File: config.mk
export PLATFORM = sky130hd
export DESIGN_NAME = hyp_irq_select
export DESIGN_NICKNAME = d
export VERILOG_FILES = /design/src/rtl/hyp_irq_pkg.sv /design/src/rtl/hyp_irq_ctl.sv /design/src/rtl/hyp_irq_dp.sv /design/src/rtl/hyp_irq_select.sv
export SDC_FILE = /design/constraint.sdc
export NUM_CORES = 1
export LEC_CHECK = 0
export BUFFER_PORTS_ARGS = -buffer_cell sky130_fd_sc_hd__buf_2
export CELL_PAD_IN_SITES_DETAIL_PLACEMENT = 1
export CELL_PAD_IN_SITES_GLOBAL_PLACEMENT = 1
export CORE_MARGIN = 3
export CORE_UTILIZATION = 24
export DETAILED_ROUTE_END_ITERATION = 10
export PLACE_DENSITY_LB_ADDON = 0.1
export SKIP_LAST_GASP = 1
export SYNTH_ARGS = -nofsm -noshare
export SYNTH_HDL_FRONTEND = slang
export SYNTH_SLANG_ARGS = --single-unit
File: constraint.sdc
create_clock -name clk -period 3.4 [get_ports clk]
set_input_delay 0.17 -clock clk [delete_from_list [all_inputs] [get_ports clk]]
set_output_delay 0.17 -clock clk [all_outputs]
set_load 0.05 [all_outputs]
File: src/rtl/hyp_irq_pkg.sv
package hyp_irq_pkg;

  typedef enum logic [1:0] {
    PRIV_USER  = 2'd0,
    PRIV_SUPER = 2'd1,
    PRIV_RSVD  = 2'd2,
    PRIV_MACH  = 2'd3
  } priv_e;

  // Per-level effective global enables, control -> datapath
  typedef struct packed {
    logic mEn;
    logic hsEn;
    logic vsEn;
  } lvl_en_t;

endpackage

File: src/rtl/hyp_irq_ctl.sv
module hyp_irq_ctl
  import hyp_irq_pkg::*;
(
  input  logic    clk,
  input  logic    rst,
  input  logic [1:0] privI,
  input  logic    virtI,
  input  logic    mGlobIeI,
  input  logic    sGlobIeI,
  output lvl_en_t strbO
);

  priv_e privCur;
  logic  belowMach;
  logic  belowSuper;
  logic  sEff;

  assign privCur = priv_e'(privI);

  always_comb begin
    belowMach  = 1'b0;
    belowSuper = 1'b0;
    unique case (privCur)
      PRIV_USER:  begin belowMach = 1'b1; belowSuper = 1'b1; end
      PRIV_SUPER: begin belowMach = 1'b1; belowSuper = 1'b0; end
      default:    begin belowMach = 1'b0; belowSuper = 1'b0; end
    endcase
  end

  assign sEff = belowSuper || ((privCur == PRIV_SUPER) && sGlobIeI);

  always_comb begin
    strbO.mEn  = belowMach || ((privCur == PRIV_MACH) && mGlobIeI);
    // hypervisor level outranks any virtualized mode
    strbO.hsEn = virtI || sEff;
    strbO.vsEn = virtI && sEff;
  end

  AST_RSVD_NO_MEN: assert property (@(posedge clk) disable iff (rst)
    (privI == 2'd2) |-> !strbO.mEn);
  AST_VS_IMPLIES_HS: assert property (@(posedge clk) disable iff (rst)
    strbO.vsEn |-> strbO.hsEn);
  AST_MACH_LOCKS_S: assert property (@(posedge clk) disable iff (rst)
    (privI == 2'd3 && !virtI) |-> !strbO.hsEn);

endmodule

File: src/rtl/hyp_irq_dp.sv
module hyp_irq_dp
  import hyp_irq_pkg::*;
#(
  parameter int XLEN    = 64,
  parameter int CAUSE_W = $clog2(XLEN)
) (
  input  logic               clk,
  input  logic               rst,
  input  lvl_en_t            strbI,
  input  logic [XLEN-1:0]    intPendI,
  input  logic [XLEN-1:0]    intEnI,
  input  logic [XLEN-1:0]    delegMI,
  input  logic [XLEN-1:0]    delegVI,
  output logic               takeO,
  output logic [CAUSE_W-1:0] causeO
);

  localparam int NUM_LVL = 3;
  localparam logic [XLEN-1:0] ONE_V = XLEN'(1);

  logic [XLEN-1:0]    pendVec;
  logic [XLEN-1:0]    lvlRaw   [NUM_LVL];
  logic [NUM_LVL-1:0] lvlOn;
  logic [XLEN-1:0]    lvlMask  [NUM_LVL];
  logic [XLEN-1:0]    selVec;
  logic [CAUSE_W-1:0] lowIdx;
  logic               anySel;
  logic               takeQ;
  logic [CAUSE_W-1:0] causeQ;

  assign pendVec   = intPendI & intEnI;
  assign lvlRaw[0] = pendVec & ~delegMI;
  assign lvlRaw[1] = pendVec &  delegMI & ~delegVI;
  assign lvlRaw[2] = pendVec &  delegMI &  delegVI;
  assign lvlOn     = {strbI.vsEn, strbI.hsEn, strbI.mEn};

  for (genvar g = 0; g < NUM_LVL; g++) begin : g_lvl
    assign lvlMask[g] = lvlRaw[g] & {XLEN{lvlOn[g]}};
  end

  always_comb begin
    selVec = '0;
    for (int k = 0; k < NUM_LVL; k++) selVec = selVec | lvlMask[k];
  end

  assign anySel = |selVec;

  always_comb begin
    lowIdx = '0;
    for (int i = XLEN - 1; i >= 0; i--) begin
      if (selVec[i]) lowIdx = CAUSE_W'(i);
    end
  end

  always_ff @(posedge clk) begin
    if (rst) begin
      takeQ  <= 1'b0;
      causeQ <= '0;
    end else begin
      takeQ  <= anySel;
      causeQ <= anySel ? lowIdx : '0;
    end
  end

  assign takeO  = takeQ;
  assign causeO = causeQ;

  AST_RST_CLEAR: assert property (@(posedge clk) disable iff (rst)
    $past(rst) |-> (!takeQ && causeQ == '0));
  AST_EMPTY_IDLE: assert property (@(posedge clk) disable iff (rst)
    !anySel |=> (!takeQ && causeQ == '0));
  AST_FOUND_TAKE: assert property (@(posedge clk) disable iff (rst)
    anySel |=> takeQ);
  AST_CAUSE_PENDING: assert property (@(posedge clk) disable iff (rst)
    takeQ |-> ((($past(pendVec) >> causeQ) & ONE_V) != '0));
  AST_CAUSE_LOWEST: assert property (@(posedge clk) disable iff (rst)
    takeQ |-> (($past(selVec) & ((ONE_V << causeQ) - ONE_V)) == '0));

endmodule

File: src/rtl/hyp_irq_select.sv
module hyp_irq_select
  import hyp_irq_pkg::*;
#(
  parameter int XLEN    = 64,
  parameter int CAUSE_W = $clog2(XLEN)
) (
  input  logic               clk,
  input  logic               rst,
  input  logic [1:0]         privI,
  input  logic               virtI,
  input  logic               mGlobIeI,
  input  logic               sGlobIeI,
  input  logic [XLEN-1:0]    intPendI,
  input  logic [XLEN-1:0]    intEnI,
  input  logic [XLEN-1:0]    delegMI,
  input  logic [XLEN-1:0]    delegVI,
  output logic               takeO,
  output logic [CAUSE_W-1:0] causeO
);

  lvl_en_t lvlStrb;

  hyp_irq_ctl u_ctl (
    .clk      (clk),
    .rst      (rst),
    .privI    (privI),
    .virtI    (virtI),
    .mGlobIeI (mGlobIeI),
    .sGlobIeI (sGlobIeI),
    .strbO    (lvlStrb)
  );

  hyp_irq_dp #(.XLEN(XLEN), .CAUSE_W(CAUSE_W)) u_dp (
    .clk      (clk),
    .rst      (rst),
    .strbI    (lvlStrb),
    .intPendI (intPendI),
    .intEnI   (intEnI),
    .delegMI  (delegMI),
    .delegVI  (delegVI),
    .takeO    (takeO),
    .causeO   (causeO)
  );

endmodule

==> results of run 1 <==
[registers in the layout (all words and copies together) (netlist names)]
name,flops
u_dp.causeO,6
u_dp.takeO,1
[power groups by stage]
stage               Combinational [mW]  Clock (mW)  Sequential (mW)
floorplan                        0.349           0            0.120
global placement                 0.650           0           0.0931
detailed placement               0.663           0           0.0931
CTS                              0.666       0.206           0.0918
global route                     0.740       0.211           0.0924
finish                           0.662       0.200           0.0917
[layout make-up]
class | instances | share of cell area
flip-flops and latches | 7 | 0.0300
repair buffers | 282 | 0.318
multi-input cells | 443 | 0.582
well taps | 168 | 0.0451
clock buffers | 4 | 0.0169
inverters | 10 | 0.00805
[Yosys cell counts, drive strengths merged, types with 2 or more instances]
| master | count |
|---|---|
| nor3b | 2 |
| a2111oi | 2 |
| buf | 22 |
| o31ai | 27 |
| a31oi | 17 |
| nand2 | 42 |
| nor2 | 64 |
| a211oi | 4 |
| o211ai | 48 |
| o22a | 2 |
| o21bai | 4 |
| o21a | 3 |
| nor4 | 6 |
| a31o | 3 |
| or3 | 3 |
| or2 | 3 |
| maj3 | 13 |
| o22ai | 39 |
| a21oi | 52 |
| o2111ai | 3 |
| nor3 | 18 |
| nand2b | 10 |
| o311a | 2 |
| o211a | 4 |
| nor2b | 4 |
| o31a | 9 |
| inv | 9 |
| or4 | 6 |
| o21ai | 34 |
| a21boi | 3 |
| dfxtp | 7 |
| clkbuf | 10 |
[layout by cell type, fill, tap and decap left out, types with 4 or more instances in the layout]
master / synthesis / routed
nand2_1: 42 / 42
buf_4: 3 / 10
o211a_1: 4 / 4
inv_1: 9 / 9
o31ai_1: 27 / 27
o21bai_1: 4 / 4
or4_1: 4 / 4
o31a_1: 9 / 9
a31oi_1: 15 / 15
dfxtp_1: 7 / 7
maj3_1: 13 / 13
o211ai_1: 48 / 48
o22ai_1: 37 / 37
buf_2: 9 / 269
nor2b_1: 4 / 4
a21oi_1: 51 / 51
nor3_1: 18 / 18
o21ai_0: 29 / 29
o21ai_1: 5 / 5
nor2_1: 64 / 64
nor4_1: 6 / 6
nand2b_1: 10 / 10
a211oi_1: 4 / 4
[layer usage]
metal / part of all wire / track usage / up-vias / wire, um
met4: 0.016 / 0.0514 / 0 / 251
met5: 0 / 0 / - / 0
met2: 0.50 / 0.408 / 208 / 8070
li1: - / - / 2480 / -
met3: 0.075 / 0.0337 / 14 / 1200
met1: 0.41 / 0.257 / 2291 / 6520
[final timing paths]
path	end	slack, ns	depth (start not counted)
hold / removal	u_dp.causeO[5]	0.13	2
setup / recovery	u_dp.causeO[1]	0.34	11
[kinds of logic after synthesis]
kind of cell               Yosys count  share of synthesized area
AOI/OAI and AO/OA                  265                      0.592
and+or+nand+nor                    165                      0.252
buffers and inverters               42                     0.0685
adders and majority gates           13                     0.0424
DFF                                  7                     0.0457
==> results.sh, run 1 <==
export IMPL_tightest_slew_ns=0.599
export IMPL_grt_overflow=0
export IMPL_core_rowCount=40
export IMPL_hp_class="in -> reg"
export IMPL_first_pass_iters=4
export IMPL_final_setup_viol_count=0
export IMPL_routedWlPerCell_um=17.6
export IMPL_crit_buf_inv=2
export IMPL_grt_pass1_wl_um=25900
export IMPL_finish_instance_area_um2=4670
export IMPL_worstPathMaxFanout=43
export IMPL_die_h_um=119
export IMPL_dp_hpwl_um=14000
export IMPL_cts_hold_buffers=0
export IMPL_place_congestion=0.756
export IMPL_ff_latch_area_um2=140
export IMPL_place_inst=910
export IMPL_multiInputGateArea_um2=2720
export IMPL_setup_worst_path_class="in -> reg"
export IMPL_io_buffers=269
export IMPL_fin_util=0.381
export IMPL_fin_tns_setup_ns=0
export IMPL_placement_cell_area_um2=4590
export IMPL_finalMaxSlewViolations=0
export IMPL_synthFlopType="dfxtp_1"
export IMPL_drc=0
export IMPL_finalCriticalPeriod_ns=3.06
export IMPL_n_antenna_cell=0
export IMPL_stdcell_count=914
export IMPL_syn_cell_area_um2=3070
export IMPL_detailedPlace_worstSlack_ns=0.122
export IMPL_cts_tree="done"
export IMPL_cts_resized=0
export IMPL_ctsLongestPathBuffers=2
export IMPL_worst_slack_ns=0.343
export IMPL_yosysSeqAreaShare=0.0457
export IMPL_nNetsFinal=1010
export IMPL_yosysTopAreaCell="o211ai_1"
export IMPL_rsz0062_at_grt="no"
export IMPL_via_per_inst=5.46
export IMPL_slew_limit_headroom=0.597
export IMPL_synth_top_cells_by_area="o211ai_1 (12%), a21oi_1 (8.3%), nor2_1 (7.8%)"
export IMPL_synth_edf_count=0
export IMPL_synthArstFlopShare=0
export IMPL_die_w_um=119
export IMPL_area_delta_synth_final_pct=52.1
export IMPL_vdd_ir_drop_max_mv=0.116
export IMPL_crit_family="simple AND/OR/NAND/NOR gates"
export IMPL_period_share=0.899
export IMPL_cp_end_kind="flip-flop"
export IMPL_clkSinkCount=7
export IMPL_cts_buffers=3
export IMPL_syn_num_nets=755
export IMPL_power_net_switching_mw=0.415
export IMPL_p_seq_frac=0.096
export IMPL_grt_total_usage=0.218
export IMPL_start_kind="input pin"
export IMPL_synth_top_cell_area_share=0.117
export IMPL_drv_cap=0
export IMPL_hold_violations=0
export IMPL_num_vias=4993
export IMPL_final_layout_size_suffix_gt1_frac=0.406
export IMPL_ys_seq_elements=7
export IMPL_cts_max_level=1
export IMPL_status="finished clean"
export IMPL_fillers=1666
export IMPL_core_um2=12300
export IMPL_synth_area_per_cell_um2=6.24
export IMPL_cp_cell_sequence="buf_2 -> and2b_2 -> buf_12 -> o21ai_0 -> a21oi_1 -> o22ai_1 -> or4_1 -> or4_4 -> o41ai_4 -> nor2_1 -> o311a_1"
export IMPL_yosysWarnings=0
export IMPL_drtAntennaViolNets=0
export IMPL_critPathRequiredTime_ns=3.51
export IMPL_wl_um=16000
export IMPL_cts_root_buf="clkbuf_16"
export IMPL_grt_pass1_vias=5303
export IMPL_antenna_found_initial=0
export IMPL_start_util=0.250
export IMPL_yosysUniqueCellTypes=58
export IMPL_cts_setup_buffers=0
export IMPL_crit_path_top_delay_cell="or4_1"
export IMPL_achievable_frequency_ghz=0.327
export IMPL_grt_max_degree=78
export IMPL_total_power_mw=0.953
export IMPL_leakagePower_nw=2.10
export IMPL_swShare=0.436
export IMPL_clockPowerShare=0.210
export IMPL_cp_arrival_ns=3.17
export IMPL_p_int_mw=0.538
export IMPL_share_comb_of_total_power=0.694
export IMPL_timing_critical_path_from="sGlobIeI"
export IMPL_path_clk_slew_ns=0.04
export IMPL_die_area_um2=14200
export IMPL_critPathMaxStageDelay_ns=0.61
export IMPL_drt_initial_drc_count=156
export IMPL_hp_start="rst"
export IMPL_syn_inst=492
export IMPL_hold_ws_ns=0.128
export IMPL_pin_count=270
export IMPL_p_per_area_nw_per_um2=204
Power figures use the tool's default switching activity.
==> inputs of run 2 (changes only) <==
CELL_PAD_IN_SITES_DETAIL_PLACEMENT = unset   (was 1)
CELL_PAD_IN_SITES_GLOBAL_PLACEMENT = unset   (was 1)
CORE_UTILIZATION = 29   (was 24)
PLACE_DENSITY_LB_ADDON = unset   (was 0.1)
==> results.sh, run 2 (same netlist as run 1, synthesis figures left out) <==
export IMPL_place_inst=876
export IMPL_core_rowCount=36
export IMPL_die_area_um2=11800
export IMPL_p_seq_frac=0.105
export IMPL_p_int_mw=0.462
export IMPL_area_delta_synth_final_pct=49.4
export IMPL_start_util=0.305
export IMPL_fin_util=0.456
export IMPL_rsz0062_at_grt="no"
export IMPL_path_clk_slew_ns=0.04
export IMPL_pin_count=270
export IMPL_drc=0
export IMPL_via_per_inst=5.67
export IMPL_tightest_slew_ns=0.582
export IMPL_hp_class="in -> reg"
export IMPL_finalCriticalPeriod_ns=3.10
export IMPL_wl_met1_um=5970
export IMPL_detailedPlace_worstSlack_ns=0.136
export IMPL_critPathRequiredTime_ns=3.51
export IMPL_finish_instance_area_um2=4580
export IMPL_nNetsFinal=1011
export IMPL_final_layout_size_suffix_gt1_frac=0.408
export IMPL_top_layer="met5"
export IMPL_multiInputGateArea_um2=2720
export IMPL_vdd_ir_drop_max_mv=0.109
export IMPL_stdcell_count=880
export IMPL_drtAntennaViolNets=0
export IMPL_largest_register_ffs=6
export IMPL_routedWlPerCell_um=17.2
export IMPL_p_per_area_nw_per_um2=189
export IMPL_die_w_um=109
export IMPL_critPathMaxStageDelay_ns=0.60
export IMPL_first_pass_iters=5
export IMPL_cp_cell_sequence="buf_2 -> and2b_2 -> buf_12 -> o22ai_1 -> a31oi_1 -> o22ai_1 -> or4_1 -> or4_4 -> o41ai_4 -> nor2_1 -> o311a_1"
export IMPL_cts_tree="done"
export IMPL_ff_latch_area_um2=140
export IMPL_core_um2=10000
export IMPL_crit_buf_inv=2
export IMPL_wl_met3_um=1350
export IMPL_wl_met2_um=7450
export IMPL_dp_hpwl_um=12900
export IMPL_power_net_switching_mw=0.406
export IMPL_total_power_mw=0.868
export IMPL_drv_cap=0
export IMPL_clkSinkCount=7
export IMPL_crit_path_top_delay_cell="or4_1"
export IMPL_n_antenna_cell=0
export IMPL_antenna_found_initial=1
export IMPL_period_share=0.910
export IMPL_layout_common_cells="buf_2 (269), nor2_1 (64), a21oi_1 (51)"
export IMPL_cts_root_buf="clkbuf_8"
export IMPL_cts_max_level=1
export IMPL_wl_um=15100
export IMPL_status="finished clean"
export IMPL_cts_buffers=3
export IMPL_place_congestion=0.870
export IMPL_fin_tns_setup_ns=0
export IMPL_clockPowerShare=0.136
export IMPL_setup_worst_path_class="in -> reg"
export IMPL_crit_family="simple AND/OR/NAND/NOR gates"
export IMPL_grt_pass1_wl_um=22700
export IMPL_final_common_cell="buf_2"
export IMPL_cts_setup_buffers=0
export IMPL_cp_end_kind="flip-flop"
export IMPL_fillers=1077
export IMPL_worst_slack_ns=0.305
export IMPL_slew_limit_headroom=0.612
export IMPL_grt_total_usage=0.238
export IMPL_drt_initial_drc_count=166
export IMPL_num_vias=4986
export IMPL_leakagePower_nw=2.09
export IMPL_share_comb_of_total_power=0.758
export IMPL_grt_pass1_vias=4868
export IMPL_finalMaxSlewViolations=0
export IMPL_grt_overflow=0
export IMPL_cts_hold_buffers=0
export IMPL_grt_max_degree=78
export IMPL_worstPathMaxFanout=54
export IMPL_die_h_um=109
export IMPL_hold_ws_ns=0.116
export IMPL_placement_cell_area_um2=4540
export IMPL_start_kind="input pin"
export IMPL_cp_arrival_ns=3.21
export IMPL_cts_resized=0
export IMPL_swShare=0.467
export IMPL_hold_violations=0
export IMPL_path_common_cell="o22ai_1"
export IMPL_achievable_frequency_ghz=0.323
export IMPL_ctsLongestPathBuffers=2
export IMPL_final_setup_viol_count=0
export IMPL_io_buffers=269
run 2: cell count changes in the layout (fill, tap and decap cells not counted), sizes merged:
cell | before | now
clkbuf | 4 | 3
clkinv | 1 | 2
buf | 282 | 283
run 2: cell type report:
| cell class | count | area share |
|---|---|---|
| Clock buffer | 3 | 0.00901 |
| Clock inverter | 1 | 0.00109 |
| Inverter | 10 | 0.00819 |
| Multi-Input combinational cell | 443 | 0.593 |
| Sequential cell | 7 | 0.0306 |
| Tap cell | 133 | 0.0363 |
| Timing Repair Buffer | 283 | 0.322 |
run 2: final timing paths:
kind | startpoint | endpoint | cells after the start
worst max-delay path | sGlobIeI | u_dp.causeO[1] | 11
worst min-delay path | rst | u_dp.causeO[5] | 2
run 2: power by group through the flow:
stage	sequential, mW	clock [mW]	combinational, mW
after floorplan	0.120	0	0.349
after detailed placement	0.0931	0	0.654
final	0.0915	0.118	0.658
after CTS	0.0916	0.123	0.657
after global routing	0.0920	0.128	0.728
after global placement	0.0930	0	0.643
run 2: metal layers:
metal / GRT usage / up-vias
met2: 0.435 / 236
met1: 0.280 / 2248
met3: 0.0409 / 25
met4: 0.0748 / 2
li1: - / 2475
met5: 0 / -
==> inputs of run 3 (changes only) <==
CORE_MARGIN = 2   (was 3)
==> results.sh, run 3 (same netlist as run 1, synthesis figures left out) <==
export IMPL_hold_depth=2
export IMPL_first_pass_iters=4
export IMPL_path_clk_slew_ns=0.04
export IMPL_die_h_um=107
export IMPL_drv_cap=0
export IMPL_fin_tns_setup_ns=0
export IMPL_achievable_frequency_ghz=0.324
export IMPL_hold_ws_ns=0.119
export IMPL_cts_max_level=1
export IMPL_hp_class="in -> reg"
export IMPL_grt_use_met1=0.278
export IMPL_final_common_cell="buf_2"
export IMPL_detailedPlace_worstSlack_ns=0.0793
export IMPL_antenna_found_initial=0
export IMPL_largest_register_ffs=6
export IMPL_start_kind="input pin"
export IMPL_worstPathMaxFanout=35
export IMPL_leakagePower_nw=2.11
export IMPL_stdcell_count=887
export IMPL_via_per_inst=5.60
export IMPL_grtUsageMet2=0.452
export IMPL_period_share=0.907
export IMPL_endpoint="u_dp.causeO[2]"
export IMPL_num_vias=4968
export IMPL_critPathMaxStageDelay_ns=0.59
export IMPL_tightest_slew_ns=0.488
export IMPL_ctsLongestPathBuffers=2
export IMPL_place_inst=883
export IMPL_vdd_ir_drop_max_mv=0.0918
export IMPL_wl_um=14500
export IMPL_die_area_um2=11400
export IMPL_cts_tree="done"
export IMPL_cts_root_buf="clkbuf_8"
export IMPL_rsz0062_at_grt="no"
export IMPL_drtAntennaViolNets=0
export IMPL_p_per_area_nw_per_um2=188
export IMPL_hold_violations=0
export IMPL_grt_pass1_wl_um=22300
export IMPL_pin_count=270
export IMPL_path_common_cell="o22ai_1"
export IMPL_top_usage_layer="met2"
export IMPL_final_layout_size_suffix_gt1_frac=0.411
export IMPL_slew_limit_headroom=0.666
export IMPL_cts_setup_buffers=0
export IMPL_cp_arrival_ns=3.20
export IMPL_timing_critical_path_from="sGlobIeI"
export IMPL_worst_slack_ns=0.315
export IMPL_nNetsFinal=1015
export IMPL_clkSinkCount=7
export IMPL_total_power_mw=0.868
export IMPL_final_setup_viol_count=0
export IMPL_finalCriticalPeriod_ns=3.08
export IMPL_n_antenna_cell=0
export IMPL_cts_buffers=3
export IMPL_layout_common_cells="buf_2 (269), nor2_1 (64), a21oi_1 (51)"
export IMPL_core_um2=10300
export IMPL_die_w_um=107
export IMPL_cp_cell_sequence="buf_2 -> and2b_2 -> buf_12 -> o22ai_1 -> a31oi_1 -> o22ai_1 -> or4_1 -> or4_4 -> o41ai_4 -> nor2_1 -> o211a_1"
export IMPL_grt_total_usage=0.237
export IMPL_grt_overflow=0
export IMPL_status="finished clean"
export IMPL_grt_max_degree=55
export IMPL_setup_worst_path_class="in -> reg"
export IMPL_drt_initial_drc_count=273
export IMPL_place_congestion=0.916
export IMPL_drc=0
export IMPL_cp_end_kind="flip-flop"
export IMPL_grtUsageMet3=0.0340
export IMPL_finalMaxSlewViolations=0
export IMPL_core_rowCount=37
export IMPL_cts_hold_buffers=0
export IMPL_io_buffers=269
export IMPL_start_util=0.299
export IMPL_dp_hpwl_um=12600
export IMPL_crit_path_top_delay_cell="or4_1"
export IMPL_area_delta_synth_final_pct=50.5
export IMPL_cts_resized=0
export IMPL_critPathRequiredTime_ns=3.51
export IMPL_routedWlPerCell_um=16.3
export IMPL_grt_pass1_vias=4834
## run 3: changes by cell type in the layout (fill, tap and decap cells not counted)
cell   delta
buf_4     +4
## run 3: layout make-up
class                   instances  area, um2
clock buffers                   3       41.3
clock inverters                 1       5.00
fillers                      1104       5660
inverters                      10       37.5
multi-input cells             443       2720
flip-flops and latches          7        140
well taps                     136        170
repair buffers                287       1510
## run 3: worst min-delay path by stage
stage               slack [ns]             end  start
global route              0.12  u_dp.causeO[5]    rst
global placement          0.37  u_dp.causeO[5]    rst
floorplan                 0.25  u_dp.causeO[5]    rst
finish                    0.12  u_dp.causeO[5]    rst
CTS                       0.12  u_dp.causeO[5]    rst
detailed placement        0.36  u_dp.causeO[5]    rst
## run 3: power by group
group	internal [mW]	switching, mW
clock network	0.0794	0.0371
logic	0.297	0.364
registers	0.0899	0.00146
## run 3: stage by stage
stage,util,cell area [um2]
finish,0.449,4620
global route,0.449,4620
CTS,0.449,4620
detailed placement,0.445,4570
global placement,0.445,4570
floorplan,-,3070
## run 3: worst max-delay path: cells and delay by family
| kind | cells | cell delay (ns) |
|---|---|---|
| simple gates | 4 | 1.58 |
| buf+inv | 2 | 0.31 |
| compound gates | 5 | 1.11 |
## run 3: per-layer routing
metal / routed length [um] / part of all wire / vias to the layer above
met4: 182 / 0.013 / 0
met2: 7280 / 0.50 / 235
met5: 0 / 0 / -
met1: 5870 / 0.41 / 2237
li1: - / - / 2480
met3: 1150 / 0.080 / 16
